===== config.mk =====
export PLATFORM = sky130hd
export DESIGN_NAME = pix_fmt_packer
export DESIGN_NICKNAME = d
export VERILOG_FILES = /design/src/rtl/pix_fmt_pkg.sv /design/src/rtl/pix_fmt_alpha.sv /design/src/rtl/pix_fmt_encode.sv /design/src/rtl/pix_fmt_packer.sv
export SDC_FILE = /design/constraint.sdc
export NUM_CORES = 1
export LEC_CHECK = 0
export BUFFER_PORTS_ARGS = -buffer_cell sky130_fd_sc_hd__buf_2
export CELL_PAD_IN_SITES_DETAIL_PLACEMENT = 1
export CELL_PAD_IN_SITES_GLOBAL_PLACEMENT = 1
export CORE_ASPECT_RATIO = 2
export CORE_MARGIN = 2
export CORE_UTILIZATION = 30
export DETAILED_ROUTE_END_ITERATION = 16
export HOLD_SLACK_MARGIN = 0.1
export PLACE_DENSITY = 0.56
export SYNTH_ARGS = -nofsm -noshare
export SYNTH_HDL_FRONTEND = slang
export SYNTH_HIERARCHICAL = 1
export SYNTH_SLANG_ARGS = --single-unit

===== constraint.sdc =====
create_clock -name clk -period 5.8 [get_ports clk]
set_clock_uncertainty 0.2 [all_clocks]
set_input_delay 1.74 -clock clk [delete_from_list [all_inputs] [get_ports clk]]
set_output_delay 1.74 -clock clk [all_outputs]
set_load 0.01 [all_outputs]

===== src/rtl/pix_fmt_pkg.sv =====
package pix_fmt_pkg;
    localparam int LANES    = 4;
    localparam int BYTE_W   = 8;
    localparam int WORD_W   = LANES * BYTE_W;
    localparam int FMT_W    = 4;
    localparam int RES_N    = LANES - 1;
    localparam int CMB_N    = 2 * LANES;
    localparam int CNT_W    = $clog2(LANES);
    localparam int TOT_W    = $clog2(CMB_N);

    typedef logic [BYTE_W-1:0] byte_t;

    typedef struct packed {
        byte_t [RES_N-1:0] rb;
        logic  [RES_N-1:0] rl;
        logic  [CNT_W-1:0] cnt;
        logic              flush;
        logic              ov;
        byte_t [LANES-1:0] od;
        logic  [LANES-1:0] os;
        logic              ol;
    } pk_state_t;
endpackage


===== src/rtl/pix_fmt_alpha.sv =====
module pix_fmt_alpha
    import pix_fmt_pkg::*;
(
    input  byte_t a_in,
    input  logic  en,
    input  logic  inv,
    output byte_t a_out
);
    always_comb begin
        if (en) a_out = inv ? ~a_in : a_in;
        else    a_out = {BYTE_W{inv}};
    end
endmodule


===== src/rtl/pix_fmt_encode.sv =====
module pix_fmt_encode
    import pix_fmt_pkg::*;
(
    input  logic [WORD_W-1:0] pix,
    input  byte_t             alpha,
    input  logic [FMT_W-1:0]  fmt,
    output byte_t [LANES-1:0] enc_b,
    output logic  [TOT_W-1:0] enc_n,
    output logic  [LANES-1:0] enc_live
);
    byte_t r, g, b, hi, lo;
    logic [WORD_W-1:0] v;

    always_comb begin
        r  = pix[31:24];
        g  = pix[23:16];
        b  = pix[15:8];
        // bit 0 of the code puts red in the upper colour slot
        hi = fmt[0] ? r : b;
        lo = fmt[0] ? b : r;
        v        = '0;
        enc_n    = TOT_W'(LANES);
        enc_live = '1;
        case (fmt)
            4'd0, 4'd1, 4'd2, 4'd3: begin
                // bit 1 moves alpha from the top nibble to the bottom one
                if (fmt[1]) v[15:0] = {hi[7:4], g[7:4], lo[7:4], alpha[7:4]};
                else        v[15:0] = {alpha[7:4], hi[7:4], g[7:4], lo[7:4]};
                enc_n = TOT_W'(2);
            end
            4'd6, 4'd7: begin
                v[15:0] = {hi[7:3], g[7:2], lo[7:3]};
                enc_n   = TOT_W'(2);
            end
            4'd8, 4'd9: begin
                v[23:0] = {hi, g, lo};
                enc_n   = TOT_W'(3);
            end
            4'd12, 4'd13, 4'd14, 4'd15: begin
                if (fmt[1]) v = {hi, g, lo, alpha};
                else        v = {alpha, hi, g, lo};
            end
            default: begin
                enc_live = '0;
            end
        endcase
    end

    for (genvar l = 0; l < LANES; l++) begin : g_lane
        assign enc_b[l] = v[l*BYTE_W +: BYTE_W];
    end
endmodule


===== src/rtl/pix_fmt_packer.sv =====
module pix_fmt_packer
    import pix_fmt_pkg::*;
(
    input  logic              clk,
    input  logic              rst_n,
    input  logic [FMT_W-1:0]  cfg_fmt,
    input  logic              cfg_alpha_en,
    input  logic              cfg_alpha_inv,
    input  logic [LANES-1:0]  cfg_byte_en,
    input  logic              in_valid,
    output logic              in_ready,
    input  logic [WORD_W-1:0] in_pix,
    input  logic              in_last,
    output logic              out_valid,
    input  logic              out_ready,
    output logic [WORD_W-1:0] out_data,
    output logic [LANES-1:0]  out_strb,
    output logic              out_last
);
    pk_state_t st_q, st_d;

    byte_t             alpha_v;
    byte_t [LANES-1:0] enc_b;
    logic  [TOT_W-1:0] enc_n;
    logic  [LANES-1:0] enc_live;

    pix_fmt_alpha u_alpha (
        .a_in  (in_pix[7:0]),
        .en    (cfg_alpha_en),
        .inv   (cfg_alpha_inv),
        .a_out (alpha_v)
    );

    pix_fmt_encode u_enc (
        .pix      (in_pix),
        .alpha    (alpha_v),
        .fmt      (cfg_fmt),
        .enc_b    (enc_b),
        .enc_n    (enc_n),
        .enc_live (enc_live)
    );

    logic              slot_free;
    byte_t [CMB_N-1:0] cb;
    logic  [CMB_N-1:0] cl;
    logic  [TOT_W-1:0] total, rem, rel;
    byte_t [LANES-1:0] word_b;
    logic  [LANES-1:0] word_l;
    logic              emit, emit_last;

    always_comb begin
        st_d      = st_q;
        slot_free = !st_q.ov || out_ready;
        word_b    = '0;
        word_l    = '0;
        emit      = 1'b0;
        emit_last = 1'b0;
        rem       = '0;
        if (st_q.ov && out_ready) st_d.ov = 1'b0;

        // residual bytes first, then the new pixel's bytes
        cb = '0;
        cl = '0;
        for (int k = 0; k < CMB_N; k++) begin
            rel = TOT_W'(k) - TOT_W'(st_q.cnt);
            if (k < RES_N && TOT_W'(k) < TOT_W'(st_q.cnt)) begin
                cb[k] = st_q.rb[k];
                cl[k] = st_q.rl[k];
            end else if (TOT_W'(k) >= TOT_W'(st_q.cnt) && rel < enc_n) begin
                cb[k] = enc_b[rel[CNT_W-1:0]];
                cl[k] = enc_live[rel[CNT_W-1:0]];
            end
        end
        total = TOT_W'(st_q.cnt) + enc_n;

        if (st_q.flush) begin
            if (slot_free) begin
                word_b[RES_N-1:0] = st_q.rb;
                word_l[RES_N-1:0] = st_q.rl;
                emit      = 1'b1;
                emit_last = 1'b1;
                st_d.flush = 1'b0;
                st_d.cnt   = '0;
                st_d.rb    = '0;
                st_d.rl    = '0;
            end
        end else if (in_valid && slot_free) begin
            if (total >= TOT_W'(LANES)) begin
                word_b   = cb[LANES-1:0];
                word_l   = cl[LANES-1:0];
                emit     = 1'b1;
                rem      = total - TOT_W'(LANES);
                st_d.rb  = cb[LANES+RES_N-1:LANES];
                st_d.rl  = cl[LANES+RES_N-1:LANES];
                st_d.cnt = rem[CNT_W-1:0];
                if (in_last) begin
                    if (rem == '0) emit_last  = 1'b1;
                    else           st_d.flush = 1'b1;
                end
            end else if (in_last) begin
                word_b    = cb[LANES-1:0];
                word_l    = cl[LANES-1:0];
                emit      = 1'b1;
                emit_last = 1'b1;
                st_d.cnt  = '0;
                st_d.rb   = '0;
                st_d.rl   = '0;
            end else begin
                st_d.rb  = cb[RES_N-1:0];
                st_d.rl  = cl[RES_N-1:0];
                st_d.cnt = total[CNT_W-1:0];
            end
        end

        if (emit) begin
            st_d.ov = 1'b1;
            st_d.od = word_b;
            st_d.os = word_l & cfg_byte_en;
            st_d.ol = emit_last;
        end
    end

    always_ff @(posedge clk) begin
        if (!rst_n) st_q <= '0;
        else        st_q <= st_d;
    end

    assign in_ready  = slot_free && !st_q.flush;
    assign out_valid = st_q.ov;
    assign out_data  = st_q.od;
    assign out_strb  = st_q.os;
    assign out_last  = st_q.ol;
endmodule


==> summary.txt <==
Run status
  • Status: complete, no violations

Place
  • Post-DP HPWL: 16000 microns
  • DP Worst Slack: 0.729 ns
  • Port buffer count: 85
  • GP Congestion: 0.886

Worst setup path
  • CP Class: in2reg
  • Reg2reg setup slack: 2.28 ns
  • Reg2reg path depth: 8
  • WP data arrival: 4.73 ns
  • Crit. End Element: flop
  • CP Max Fanout: 30
  • Critical Path RT: 5.83 ns
  • Setup crit start kind: input port

Global routing
  • GR Util met1: 0.200
  • Antenna violations before repair: 0
  • Global-route wire length before repair: 32200 microns
  • GRT Total Usage: 0.194
  • Routing usage on met2: 0.372
  • Number of global-route vias before repair: 5630
  • Top Usage Layer GRT: met2
  • GRT met3 Usage: 0.0241
  • Largest net degree at the start of global routing: 47
  • Gr ovfl total: 0

Timing
  • Actual slew at the worst max-slew pin: 0.920 ns
  • Slew Limit Fails: 0
  • Final Cycle Share: 0.810
  • Setup Viol. Count Final: 0
  • Setup_tns: 0 ns
  • Unrepaired setup endpoints after global routing: false
  • Final min period: 4.70 ns
  • Fmax: 0.213 GHz
  • Worst slew margin: 0.385
  • Final worst slack: 1.10 ns
  • Hold Violations, Final: 0

Die
  • Rows: 73
  • Die ar.: 0.0215 sq mm
  • Die height: 205 microns
  • Die W: 105 microns
  • Core Box Area: 0.0199 sq mm
  • Starting Density: 0.305
  • Num ports: 86

Power and ir drop
  • Static leakage: 2.37 nW
  • Max IR drop VDD: 0.000146 V
  • Pwr/cell area: 233 mW/mm^2

Final layout
  • Layout cells sized above 1: 0.251
  • Synthesis-to-finish area growth: 8.03%
  • Most frequent cells in the layout: buf_2, dfxtp_1, inv_1
  • # nets final: 734
  • Commonest non-fill, non-tap cell in the layout: buf_2
  • # diodes: 0

Worst hold path
  • Hold depth: 2
  • Hold WC Path Type: reg2reg

Synth
  • Syn_nets: 718
  • Warnings, synthesis: 6
  • Synth async-reset ratio: 0
  • Synth Register Bits: 68
  • Mapped Area: 0.00608 sq mm
  • Number of synthesized flops with an enable pin: 0
  • Main synth FF type: dfxtp_1
  • Post-synthesis instance total: 654
  • Share of the yosys chip area belonging to registers: 0.224
  • Netlist cell types: 70
  • Syn avg cell area: 9.29 sq um

Drt
  • Via count: 5458
  • Residual DRC: 0
  • Initial drt markers: 350
  • WL final: 20500 microns
  • DR WL/cell: 21.9 microns
  • Remaining antenna violation count: 0
  • Detailed Routing Iterations Pass 1: 5
  • Via/cell ratio: 5.83

Clock network
  • CTS H-Tree Depth: 3
  • Sink Count: 68
  • CTS Buffer Depth: 2
  • Post-CTS Setup Inserts: 0
  • Root buf cell: clkbuf_16
  • CTS tree: done
  • Cts bufs inserted: 9
  • Clock Latency Late Sink: 0.35 ns
  • Hold-fix buffers at CTS: 0
  • Worst-path clk slew: 0.06 ns
  • Cts repair resizes: 0

Flow run
  • Max cap viols: 0
==> worst paths after layout <==
kind / from / endpoint
worst min-delay path: st_q[48] / st_q[48]
worst min register to register: st_q[48] / st_q[48]
worst max register to register: st_q[40] / st_q[63]
worst max-delay path: cfg_fmt[3] / out_data[9]
==> state kept, by name (all words and copies together) (netlist names) <==
signal,cells
out_data,32
out_last,1
out_strb,4
out_valid,1
st_q,30
==> worst max-delay path, stage by stage <==
cell      delay (ns)
buf_2           0.23
nor3b_2         0.73
ha_1            0.30
fa_1            0.23
xor2_1          0.33
o2111a_1        0.49
nor3_4          0.07
buf_4           0.26
a221o_1         0.33
==> final cells by class <==
type | instances | area, sq um
clock buffers | 11 | 243
clock inverters | 4 | 26.3
fillers | 2393 | 13300
inverters | 45 | 169
multi-input cells | 449 | 3920
flip-flops and latches | 68 | 1360
well taps | 262 | 328
repair buffers | 97 | 515
==> layer usage <==
| layer | share of wire | routed length [microns] |
|---|---|---|
| met5 | 0 | 0 |
| met4 | 0.050 | 1020 |
| met3 | 0.030 | 625 |
| met2 | 0.55 | 11300 |
| met1 | 0.37 | 7540 |
==> report_power, final <==
group	internal, mW	leakage (nW)	switching [mW]
clock	0.298	0.131	0.217
sequential	0.494	0.552	0.0194
combinational	0.197	1.69	0.305
total	0.989	2.37	0.542
==> cell usage after synthesis (all sizes together) (19+ instances only) <==
cell | n | area [sq um]
mux4 | 36 | 845
dfxtp | 68 | 1360
clkbuf | 20 | 75.1
a21oi | 20 | 100
a221o | 25 | 250
buf | 72 | 564
nand2 | 42 | 170
inv | 44 | 165
nor3 | 23 | 125
nor2 | 23 | 88.8
mux2i | 25 | 254
a211oi | 19 | 148
==> kinds of logic (layout without fill, tap and decap cells) <==
logic type / count (synthesis) / after routing / synth area share
mux: 69 / 69 / 0.197
xor+xnor: 10 / 10 / 0.0144
buf+inv: 137 / 157 / 0.133
fa+ha+maj: 17 / 17 / 0.0362
flops: 68 / 68 / 0.224
simple gates: 165 / 165 / 0.145
compound gates: 188 / 188 / 0.251
==> stage by stage <==
stage	power, mW	util	instances	hold WS (ns)	cell area (sq um)
floorplan	0.891	-	654	0.240	6080
global placement	1.01	0.316	921	0.251	6290
detailed placement	1.03	0.316	921	0.265	6290
CTS	1.54	0.330	936	0.278	6560
global route	1.61	0.330	936	0.295	6560
finish	1.53	0.330	936	0.275	6560
No activity file was read; power rests on OpenSTA's default activity.
